**config.mk**
```make
export PLATFORM = sky130hd
export DESIGN_NAME = core_clk_seq
export DESIGN_NICKNAME = d
export VERILOG_FILES = /design/src/rtl/pcs_pkg.sv /design/src/rtl/pcs_settings.sv /design/src/rtl/pcs_wait_timer.sv /design/src/rtl/core_clk_seq.sv
export SDC_FILE = /design/constraint.sdc
export NUM_CORES = 1
export LEC_CHECK = 0
export BUFFER_PORTS_ARGS = -buffer_cell sky130_fd_sc_hd__buf_4
export CAP_MARGIN = 5
export CORE_MARGIN = 3
export CORE_UTILIZATION = 49
export CTS_CLUSTER_SIZE = 20
export DETAILED_ROUTE_END_ITERATION = 8
export PLACE_DENSITY = 0.83
export RECOVER_POWER = 50
export SLEW_MARGIN = 40
export SYNTH_ARGS = -nofsm -noshare
export SYNTH_HDL_FRONTEND = slang
export SYNTH_HIERARCHICAL = 1
export SYNTH_SLANG_ARGS = --single-unit
```
**constraint.sdc**
```tcl
create_clock -name clk -period 2.8 [get_ports clk]
set_input_delay 0.14 -clock clk [delete_from_list [all_inputs] [get_ports clk]]
set_output_delay 0.14 -clock clk [all_outputs]
set_load 0.03 [all_outputs]
```
**src/rtl/pcs_pkg.sv**
```systemverilog
package pcs_pkg;

  typedef struct packed {
    logic [9:0] m;
    logic [5:0] p;
    logic [2:0] s;
    logic [3:0] cpud;
    logic [3:0] atb;
    logic [3:0] dbg;
    logic [3:0] plr;
  } lvl_cfg_t;

  typedef enum logic [3:0] {
    ST_IDLE, ST_MUX_ALT, ST_MUX_ALT_W, ST_LOCK_LD, ST_PLL_WR, ST_LOCK_W,
    ST_MUX_MAIN, ST_MUX_MAIN_W, ST_S_WR, ST_DIV0_WR, ST_DIV0_W,
    ST_DIV1_WR, ST_DIV1_W, ST_FIN
  } seq_state_t;

  // Settings per performance level: PLL multiplier, predivider, postdivider,
  // then the four varying divider ratios.
  function automatic lvl_cfg_t lvl_cfg(input logic [3:0] lvl);
    lvl_cfg_t c;
    case (lvl)
      4'd0:  c = '{10'd425, 6'd6, 3'd0, 4'd3, 4'd7, 4'd3, 4'd5};
      4'd1:  c = '{10'd200, 6'd3, 3'd0, 4'd3, 4'd7, 4'd1, 4'd4};
      4'd2:  c = '{10'd250, 6'd4, 3'd0, 4'd2, 4'd7, 4'd1, 4'd4};
      4'd3:  c = '{10'd175, 6'd3, 3'd0, 4'd2, 4'd6, 4'd1, 4'd4};
      4'd4:  c = '{10'd325, 6'd6, 3'd0, 4'd2, 4'd6, 4'd1, 4'd3};
      4'd5:  c = '{10'd200, 6'd4, 3'd0, 4'd2, 4'd5, 4'd1, 4'd3};
      4'd6:  c = '{10'd275, 6'd6, 3'd0, 4'd3, 4'd5, 4'd1, 4'd3};
      4'd7:  c = '{10'd125, 6'd3, 3'd0, 4'd1, 4'd4, 4'd1, 4'd2};
      4'd8:  c = '{10'd150, 6'd4, 3'd0, 4'd1, 4'd4, 4'd1, 4'd2};
      4'd9:  c = '{10'd100, 6'd3, 3'd0, 4'd1, 4'd4, 4'd1, 4'd2};
      4'd10: c = '{10'd175, 6'd3, 3'd1, 4'd1, 4'd3, 4'd1, 4'd1};
      4'd11: c = '{10'd200, 6'd4, 3'd1, 4'd1, 4'd3, 4'd1, 4'd1};
      4'd12: c = '{10'd125, 6'd3, 3'd1, 4'd1, 4'd2, 4'd1, 4'd1};
      4'd13: c = '{10'd100, 6'd3, 3'd1, 4'd1, 4'd2, 4'd1, 4'd1};
      4'd14: c = '{10'd200, 6'd4, 3'd2, 4'd1, 4'd1, 4'd1, 4'd1};
      default: c = '{10'd100, 6'd3, 3'd2, 4'd1, 4'd1, 4'd1, 4'd1};
    endcase
    return c;
  endfunction

  function automatic logic [31:0] pack_pll(input lvl_cfg_t c);
    logic [31:0] w;
    w = '0;
    w[25:16] = c.m;
    w[13:8]  = c.p;
    w[2:0]   = c.s;
    return w;
  endfunction

  function automatic logic [31:0] pack_div0(input lvl_cfg_t c);
    return {4'd0, c.plr, c.dbg, c.atb, 4'd7, 4'd7, c.cpud, 4'd0};
  endfunction

endpackage

```
**src/rtl/pcs_settings.sv**
```systemverilog
module pcs_settings
  import pcs_pkg::*;
#(
  parameter int LEVELS = 16,
  parameter int LVL_W  = $clog2(LEVELS),
  parameter int WORD_W = 32,
  parameter int LOCK_W = 16,
  parameter int LOCK_MUL = 250
) (
  input  logic              clk,
  input  logic [LVL_W-1:0]  rd_addr,
  input  logic [LVL_W-1:0]  cmp_a,
  input  logic [LVL_W-1:0]  cmp_b,
  output logic              pm_same,
  output logic [WORD_W-1:0] pll_q,
  output logic [WORD_W-1:0] div0_q,
  output logic [WORD_W-1:0] div1_q,
  output logic [LOCK_W-1:0] lock_q
);
  localparam logic [WORD_W-1:0] DIV1_CONST = WORD_W'(32'h20);

  logic [WORD_W-1:0] pll_rom  [LEVELS];
  logic [WORD_W-1:0] div0_rom [LEVELS];
  logic [LOCK_W-1:0] lock_rom [LEVELS];

  for (genvar g = 0; g < LEVELS; g++) begin : g_rom
    localparam lvl_cfg_t CFG = lvl_cfg(4'(g));
    assign pll_rom[g]  = WORD_W'(pack_pll(CFG));
    assign div0_rom[g] = WORD_W'(pack_div0(CFG));
    assign lock_rom[g] = LOCK_W'(CFG.p) * LOCK_W'(LOCK_MUL);
  end

  // Multiplier and predivider occupy bits 25:8 of the PLL word.
  assign pm_same = (pll_rom[cmp_a][25:8] == pll_rom[cmp_b][25:8]);

  always_ff @(posedge clk) begin
    pll_q  <= pll_rom[rd_addr];
    div0_q <= div0_rom[rd_addr];
    div1_q <= DIV1_CONST;
    lock_q <= lock_rom[rd_addr];
  end
endmodule

```
**src/rtl/pcs_wait_timer.sv**
```systemverilog
module pcs_wait_timer #(
  parameter int TMO_W = 16
) (
  input  logic             clk,
  input  logic             rst,
  input  logic             run,
  input  logic [TMO_W-1:0] limit,
  output logic             expired
);
  logic [TMO_W-1:0] cnt;

  assign expired = run && (cnt >= limit);

  always_ff @(posedge clk) begin
    if (rst || !run) cnt <= '0;
    else if (!expired) cnt <= cnt + 1'b1;
  end
endmodule

```
**src/rtl/core_clk_seq.sv**
```systemverilog
module core_clk_seq
  import pcs_pkg::*;
#(
  parameter int LEVELS    = 16,
  parameter int LVL_W     = $clog2(LEVELS),
  parameter int TMO_W     = 16,
  parameter int WORD_W    = 32,
  parameter int LOCK_W    = 16,
  parameter int SAFE_LVL  = 9
) (
  input  logic              clk,
  input  logic              rst,
  input  logic              req_valid,
  input  logic [LVL_W-1:0]  req_level,
  output logic              req_ready,
  input  logic [TMO_W-1:0]  tmo_limit,
  input  logic [2:0]        mux_status,
  input  logic              pll_locked,
  input  logic [WORD_W-1:0] div0_busy,
  input  logic [WORD_W-1:0] div1_busy,
  output logic              mux_alt,
  output logic              lock_we,
  output logic [LOCK_W-1:0] lock_val,
  output logic              pll_we,
  output logic [WORD_W-1:0] pll_word,
  output logic              div0_we,
  output logic [WORD_W-1:0] div0_word,
  output logic              div1_we,
  output logic [WORD_W-1:0] div1_word,
  output logic              done,
  output logic              err
  ,output logic [LVL_W-1:0] cur_level
);
  localparam logic [WORD_W-1:0] DIV0_BUSY_MASK = WORD_W'(32'h1111_1111);
  localparam logic [WORD_W-1:0] DIV1_BUSY_MASK = WORD_W'(32'h0000_0011);
  localparam logic [2:0]        MUX_ON_MAIN    = 3'd1;
  localparam logic [2:0]        MUX_ON_ALT     = 3'd2;

  seq_state_t st, st_n;
  logic [LVL_W-1:0] tgt;
  logic             up, relock, pm_same, accept;
  logic             in_wait, wait_met, expired, fault;
  seq_state_t       pll_end, div_end;

  pcs_settings #(.LEVELS(LEVELS), .LVL_W(LVL_W), .WORD_W(WORD_W), .LOCK_W(LOCK_W)) u_tab (
    .clk(clk), .rd_addr(accept ? req_level : tgt), .cmp_a(req_level), .cmp_b(cur_level),
    .pm_same(pm_same), .pll_q(pll_word), .div0_q(div0_word), .div1_q(div1_word), .lock_q(lock_val)
  );

  pcs_wait_timer #(.TMO_W(TMO_W)) u_tmr (
    .clk(clk), .rst(rst), .run(in_wait), .limit(tmo_limit), .expired(expired)
  );

  assign accept  = req_valid && (st == ST_IDLE);
  assign pll_end = up ? ST_DIV0_WR : ST_FIN;
  assign div_end = up ? ST_FIN : (relock ? ST_MUX_ALT : ST_S_WR);

  always_comb begin
    in_wait  = 1'b1;
    wait_met = 1'b0;
    case (st)
      ST_MUX_ALT_W:  wait_met = (mux_status == MUX_ON_ALT);
      ST_LOCK_W:     wait_met = pll_locked;
      ST_MUX_MAIN_W: wait_met = (mux_status == MUX_ON_MAIN);
      ST_DIV0_W:     wait_met = ((div0_busy & DIV0_BUSY_MASK) == '0);
      ST_DIV1_W:     wait_met = ((div1_busy & DIV1_BUSY_MASK) == '0);
      default:       in_wait  = 1'b0;
    endcase
  end

  assign fault = in_wait && !wait_met && expired;

  always_comb begin
    st_n = st;
    case (st)
      ST_IDLE: if (req_valid) begin
        if (req_level == cur_level)     st_n = ST_FIN;
        else if (req_level < cur_level) st_n = pm_same ? ST_S_WR : ST_MUX_ALT;
        else                            st_n = ST_DIV0_WR;
      end
      ST_MUX_ALT:    st_n = ST_MUX_ALT_W;
      ST_MUX_ALT_W:  st_n = wait_met ? ST_LOCK_LD : (fault ? ST_IDLE : st);
      ST_LOCK_LD:    st_n = ST_PLL_WR;
      ST_PLL_WR:     st_n = ST_LOCK_W;
      ST_LOCK_W:     st_n = wait_met ? ST_MUX_MAIN : (fault ? ST_IDLE : st);
      ST_MUX_MAIN:   st_n = ST_MUX_MAIN_W;
      ST_MUX_MAIN_W: st_n = wait_met ? pll_end : (fault ? ST_IDLE : st);
      ST_S_WR:       st_n = pll_end;
      ST_DIV0_WR:    st_n = ST_DIV0_W;
      ST_DIV0_W:     st_n = wait_met ? ST_DIV1_WR : (fault ? ST_IDLE : st);
      ST_DIV1_WR:    st_n = ST_DIV1_W;
      ST_DIV1_W:     st_n = wait_met ? div_end : (fault ? ST_IDLE : st);
      ST_FIN:        st_n = ST_IDLE;
      default:       st_n = ST_IDLE;
    endcase
  end

  always_ff @(posedge clk) begin
    if (rst) begin
      st        <= ST_IDLE;
      cur_level <= LVL_W'(SAFE_LVL);
      tgt       <= LVL_W'(SAFE_LVL);
      up        <= 1'b0;
      relock    <= 1'b0;
      err       <= 1'b0;
      mux_alt   <= 1'b0;
    end else begin
      st <= st_n;
      if (accept) begin
        tgt    <= req_level;
        up     <= (req_level < cur_level);
        relock <= !pm_same;
      end
      if (st == ST_FIN)      cur_level <= tgt;
      if (fault)             err       <= 1'b1;
      if (st == ST_MUX_ALT)  mux_alt   <= 1'b1;
      if (st == ST_MUX_MAIN) mux_alt   <= 1'b0;
    end
  end

  assign req_ready = (st == ST_IDLE);
  assign lock_we   = (st == ST_LOCK_LD);
  assign pll_we    = (st == ST_PLL_WR) || (st == ST_S_WR);
  assign div0_we   = (st == ST_DIV0_WR);
  assign div1_we   = (st == ST_DIV1_WR);
  assign done      = (st == ST_FIN);

  assert_one_write_R10: assert property (@(posedge clk) disable iff (rst)
    $onehot0({lock_we, pll_we, div0_we, div1_we}));

  assert_lock_on_alt_R4: assert property (@(posedge clk) disable iff (rst)
    lock_we |-> mux_alt);

  assert_level_hold_R8: assert property (@(posedge clk) disable iff (rst)
    (cur_level != $past(cur_level)) |-> $past(done));

  assert_done_pulse_R8: assert property (@(posedge clk) disable iff (rst)
    done |=> (!done && req_ready));

  assert_err_sticky_R9: assert property (@(posedge clk) disable iff (rst)
    err |=> err);
endmodule

```
# After elaboration in Yosys (flattened, before gate mapping)
# Memory sizes are Yosys's and may differ from the RTL's. A register that Yosys moved wholly into a read port is not among the register bits.
# Cells that the tools add are included.
dict set report word_totals {
  regBits 32
  romBits 2304
  inputBits 91
  output_inout_bits 124
  elab_cells 74
  mem_count 5
}
# name words width read_ports rd_clocked_by_memory_dff wr line
set mem_list {}
lappend mem_list {{(name not given)} 16 32 1 0 0 pcs_settings.sv:34} ;# assign pm_same = (pll_rom[cmp_a][25:8] == pll_rom[cmp_b][25:8]);
lappend mem_list {{(name not given)} 16 32 1 1 0 pcs_settings.sv:38} ;# div0_q <= div0_rom[rd_addr];
lappend mem_list {{(name not given)} 16 32 1 0 0 pcs_settings.sv:34}
lappend mem_list {{(name not given)} 16 32 1 1 0 pcs_settings.sv:37} ;# pll_q <= pll_rom[rd_addr];
lappend mem_list {{(name not given)} 16 16 1 1 0 pcs_settings.sv:40} ;# lock_q <= lock_rom[rd_addr];
dict set report op_classes {
  add_sub_neg 1
  n_lt_le_gt_ge 4
  eq_ne 18
  n_mux 21
  n_bitwise 3
  reduce_logical 14
}
# operator n
set ops {}
lappend ops {{two-way mux 26 bit} 4}
lappend ops {{logical NOT 32 bit} 2}
lappend ops {{two-way mux 4 bit} 13}
lappend ops {{one-hot mux 4 bit (13 select lines)} 1}
lappend ops {{== test 4 bit (second input constant)} 6}
lappend ops {{== test 18 bit} 1}
lappend ops {{adder 16 x 1 -> 16 bit (second input constant)} 1}
lappend ops {{== test 4 x 3 -> 1 bit (second input constant)} 4}
lappend ops {{>= comparator 16 bit} 1}
lappend ops {{inverter 4 -> 5 bit} 3}
lappend ops {{>= comparator 5 bit (second input constant)} 2}
lappend ops {{== test 4 x 2 -> 1 bit (second input constant)} 2}
lappend ops {{one-hot mux 1 bit (5 select lines)} 1}
lappend ops {{OR reduction 5 bit} 1}
lappend ops {{== test 4 x 1 -> 1 bit (second input constant)} 1}
lappend ops {{== test 4 bit} 1}
lappend ops {{logical AND 1 bit} 4}
lappend ops {{logical NOT 4 bit} 1}
lappend ops {{< comparator 4 bit} 1}
lappend ops {{== test 3 x 1 -> 1 bit (second input constant)} 1}
lappend ops {{== test 3 x 2 -> 1 bit (second input constant)} 1}
lappend ops {{logical NOT 1 bit} 3}
lappend ops {{two-way mux 3 bit} 1}
lappend ops {{logical OR 1 bit} 2}
lappend ops {{3 further kinds} 3}

# Logic depth before layout (Yosys ltp)
dict set report depth {
  ltp_word 10
  mapped_depth 14
  mapped_depth_nobuf 13
}

# Hierarchy
# The synthesis kept the hierarchy.
# module n_inst cells_each area_each_um2
set modules_own_cells {}
lappend modules_own_cells {pcs_settings 1 317 2472.4}
lappend modules_own_cells {core_clk_seq 1 145 1174.9}
lappend modules_own_cells {pcs_wait_timer 1 150 1172.4}

# Worst setup path after synthesis
# No wires, ideal clock.
dict set report synth_path {
  kind {reg-to-reg}
  startpoint {reg st[3]}
  endpoint {reg u_tab.lock_q[1]}
  setup_time_ps 132
  arrival_time_ps 3439
  slack_ps -771
  path_stages_with_launch 10
  n_path_buf 1
  period_less_slack_ps 3571
  cell_sequence {dfxtp_1 buf_4 nor4_1 nand2_2 o21ai_0 inv_1 ha_1 nand2b_1 a21oi_1 a21oi_1}
}
dict set report synth_between {
  elab_chain_len 4
}
# element line
set synth_rtl {}
lappend synth_rtl {{from (decl)} core_clk_seq.sv:39} ;# seq_state_t st, st_n;
lappend synth_rtl {{from (signal assigned)} core_clk_seq.sv:108} ;# st <= st_n;
lappend synth_rtl {{logical NOT 4 bit} n/a}
lappend synth_rtl {{named net req_ready} core_clk_seq.sv:15} ;# output logic req_ready,
lappend synth_rtl {{logical AND 1 bit} core_clk_seq.sv:54} ;# assign accept = req_valid && (st == ST_IDLE);
lappend synth_rtl {{two-way mux 4 bit} n/a}
lappend synth_rtl {{inverter 4 -> 5 bit (not written as such)} pcs_settings.sv:40}
lappend synth_rtl {{to (decl)} pcs_settings.sv:18} ;# output logic [LOCK_W-1:0] lock_q
# The timed path passes the listed nets, and every way through them passes these cells.
# A chain may end at the register's enable or synchronous reset.

# Worst setup path after layout
dict set report layout_path {
  startpoint {reg st[3]}
  endpoint {reg u_tab.lock_q[1]}
}
dict set report layout_between {
  elab_chain_len 4
}
# element line
set layout_rtl {}
lappend layout_rtl {{logical NOT 4 bit} core_clk_seq.sv:54}
lappend layout_rtl {{logical AND 1 bit} core_clk_seq.sv:54}
lappend layout_rtl {{two-way mux 4 bit} n/a}
lappend layout_rtl {{inverter 4 -> 5 bit (not written as such)} pcs_settings.sv:40}
# No other way between the ends.

==> flow_summary.ini <==
[outcome]
run_status = finished, final reports clean

[worst_hold_path]
hold_path.class = primary input to flop

[floorplanning]
fp.dieW_um = 105
rows = 35
floorplan.initialDensity_pct = 51.2
die_area_um2 = 11100
fp.dieH_um = 105
fp.coreArea_um2 = 9420
ios = 215

[yosys]
synthesis.instances = 612
yosysSeqAreaShare_pct = 23.3
synth-edff-count = 0
dominant_cell_type_by_area_after_synthesis = dfxtp_1
synth_top_cell_area_share_pct = 23.3
synth.area.top_cells = dfxtp_1 (23%), buf_4 (14%), ha_1 (11%), a21oi_1 (5.7%), o21ai_0 (4.2%)
postSynth.asyncResetShare_pct = 0
synth.avg_cell_area_um2 = 7.88
ys_ff_latch = 56
synth_warnings = 6
synth-main-ff-cell = dfxtp_1
ys_types = 69
netlist_area_um2 = 4820

[drt]
drt_iter0_markers = 152
ant_nets = 0
drt-wirelength-per-cell_um = 12.5
finalWirelength_um = 10100
number_of_vias_per_cell = 5.17
detail_route.drc_violations = 0
via_count = 4175
drt_pass1_iterations = 4

[sta]
finalHoldViolations = 0
timing.final.max_slew_violations = 0
worst-slew-pin-transition_ns = 0.656
max-slew-margin-rel_pct = 56.2
period_needed_ns = 2.55
final_ws_setup_ns = 0.247
report.final.setup_viol = 0
setup-tns-final_ns = 0
rsz0062_at_grt = no
final.hold.worst_slack_ns = 0.113
fin_skew_ns = 0.00783
clock.fmax_mhz = 392
final_critical_path_share_of_the_clock_period_pct = 91.2

[cells_and_area]
final_layout_size_suffix_gt1_share_pct = 13.4
post-route-util_pct = 54.7
final_cells = 807
num_antenna_cells = 0
num-nets-final = 811
area_growth_syn_to_layout_pct = 6.85

[clocking]
clock_path_buffers = 2
cts.clk_slew.worst_paths_ns = 0.11
cts_tree = built
cts_sinks = 56
tritoncts.num_buffers = 5
buffer_cell_driving_the_clock_tree_root = clkbuf_8
source_to_sink_clock_delay_at_the_later_pin_of_the_worst_skew_pair_ns = 0.31
htree_num_levels = 2

[critical_path]
critPathMostFrequentCell = a21oi_1
end_kind = flop
timing.critical_path.cells = nor4_4 -> nand2_1 -> mux2_1 -> inv_1 -> ha_1 -> nand2b_1 -> a21oi_1 -> a21oi_1
crit_path_max_incr_delay_ns = 0.47
crit_arrival_ns = 2.75
worst_path_class_setup = flop to flop
worstPathMaxFanout = 10
critical-path-slowest-cell = dfxtp_1
start_kind = flop
worstPathRequired_ns = 3.00

[global_route]
global_route_congestion_overflow_total = 0
grt_first_pass_wirelength_um = 16400
grt_max_degree = 27
grt.total_usage_pct = 17.3
antenna_found_initial = 0
number_of_global_route_vias_before_repair = 3712

[placement]
port-buffer-count = 78
dp_hpwl_um = 7860
finalWeightedCongestion = 0.889
dp_worst_setup_slack_ns = 0.304
place_inst = 799

[job]
timing.max_cap.violations = 0

[power]
max-vdd-ir-drop_mv = 0.344
power.leakage_nw = 2.19
p_per_area_nw_per_um2 = 497
-- placed cells by master, fill, tap and decap left out, types with 5 or more instances in the layout --
cell type / instances
conb_1: 82
dfxtp_1: 56
a21oi_1: 55
buf_4: 54
nand2_1: 45
ha_1: 43
o21ai_0: 39
clkbuf_1: 39
inv_1: 34
nor2_1: 31
nand2b_1: 15
nor2b_1: 14
xnor2_1: 13
mux2i_1: 12
o31ai_1: 12
or4_1: 10
a31oi_1: 10
nor3_1: 9
nand4_1: 7
or3_1: 7
o21ai_1: 6
nand3_1: 5
clkbuf_8: 5
-- layout make-up --
class                           instances  area (µm²)
Sequential cell                        56        1120
Clock buffer                            5        68.8
Multi-Input combinational cell        486        3090
Timing Repair Buffer                   93         552
Clock inverter                          3        28.8
Tap cell                              129         161
Inverter                               35         131
Fill cell                             887        4270
-- power breakdown --
part           total, mW  switching [mW]  internal [mW]
Clock              0.482           0.292          0.190
Sequential         0.980          0.0636          0.917
Combinational       1.10           0.798          0.297
-- per-stage QoR --
step | total power [mW] | instance area (µm²)
after global placement | 2.19 | 5190
after detailed placement | 2.21 | 5190
after floorplan | 1.95 | 5130
final | 2.56 | 5150
after global routing | 2.72 | 5150
after CTS | 2.70 | 5290
-- cell families (layout without fill, tap and decap cells) --
kind of cell | count (synthesis) | in the layout | synth area share (%)
xor+xnor | 13 | 13 | 2.36
mux | 16 | 16 | 3.43
simple gates | 175 | 175 | 19.8
compound gates | 157 | 157 | 20.4
other cells | 2 | 82 | 0.156
buf+inv | 150 | 136 | 19.4
flops | 56 | 56 | 23.3
fa+ha+maj | 43 | 43 | 11.2
-- cells in the mapped netlist, types with 7 or more instances --
library cell	number
buf_4	92
dfxtp_1	56
a21oi_1	55
nand2_1	44
ha_1	43
o21ai_0	40
inv_1	34
nor2_1	31
nand2b_1	15
nor2b_1	14
xnor2_1	13
mux2i_1	12
o31ai_1	12
buf_2	11
a31oi_1	10
or4_1	10
nor3_1	9
clkbuf_1	7
nand4_1	7
or3_1	7
-- worst max-delay path, delay by kind of cell (launching register included) --
kind	cells	cell delay [ns]
AOI/OAI and AO/OA	2	0.28
DFF	1	0.47
and+or+nand+nor	3	0.78
muxes	1	0.41
buffers and inverters	1	0.18
adders and majority gates	1	0.32
-- metal layers --
| metal | vias up | wire length (µm) | share of wire (%) | global-route usage, % |
|---|---|---|---|---|
| li1 | 2090 | - | - | - |
| met1 | 1936 | 4200 | 42 | 19.9 |
| met2 | 134 | 5190 | 51 | 32.5 |
| met3 | 15 | 545 | 5.4 | 2.96 |
| met4 | 0 | 162 | 1.6 | 4.78 |
| met5 | - | 0 | 0 | 0 |
-- sequential cells by signal, indices dropped and copies added (netlist names) --
register	cells
cur_level	4
err	1
mux_alt	1
relock	1
st	4
tgt	4
u_tab/div0_q	9
u_tab/lock_q	4
u_tab/pll_q	11
u_tmr/cnt	16
up	1
-- what timing repair did --
action	in CTS	in global routing
endpoints found under the setup margin	0	2
resized for setup	0	2
setup buffers	0	0
hold buffers	0	0
-- path summary, 6_finish.rpt --
kind	from	endpoint	slack [ns]	cells after the start
max	st[3]	u_tab/lock_q[1]	0.25	8
min	rst	tgt[2]	0.11	2
max reg2reg	st[3]	u_tab/lock_q[1]	0.25	8
min reg2reg	tgt[0]	cur_level[0]	0.48	1
(Power assumes the default switching activity.)
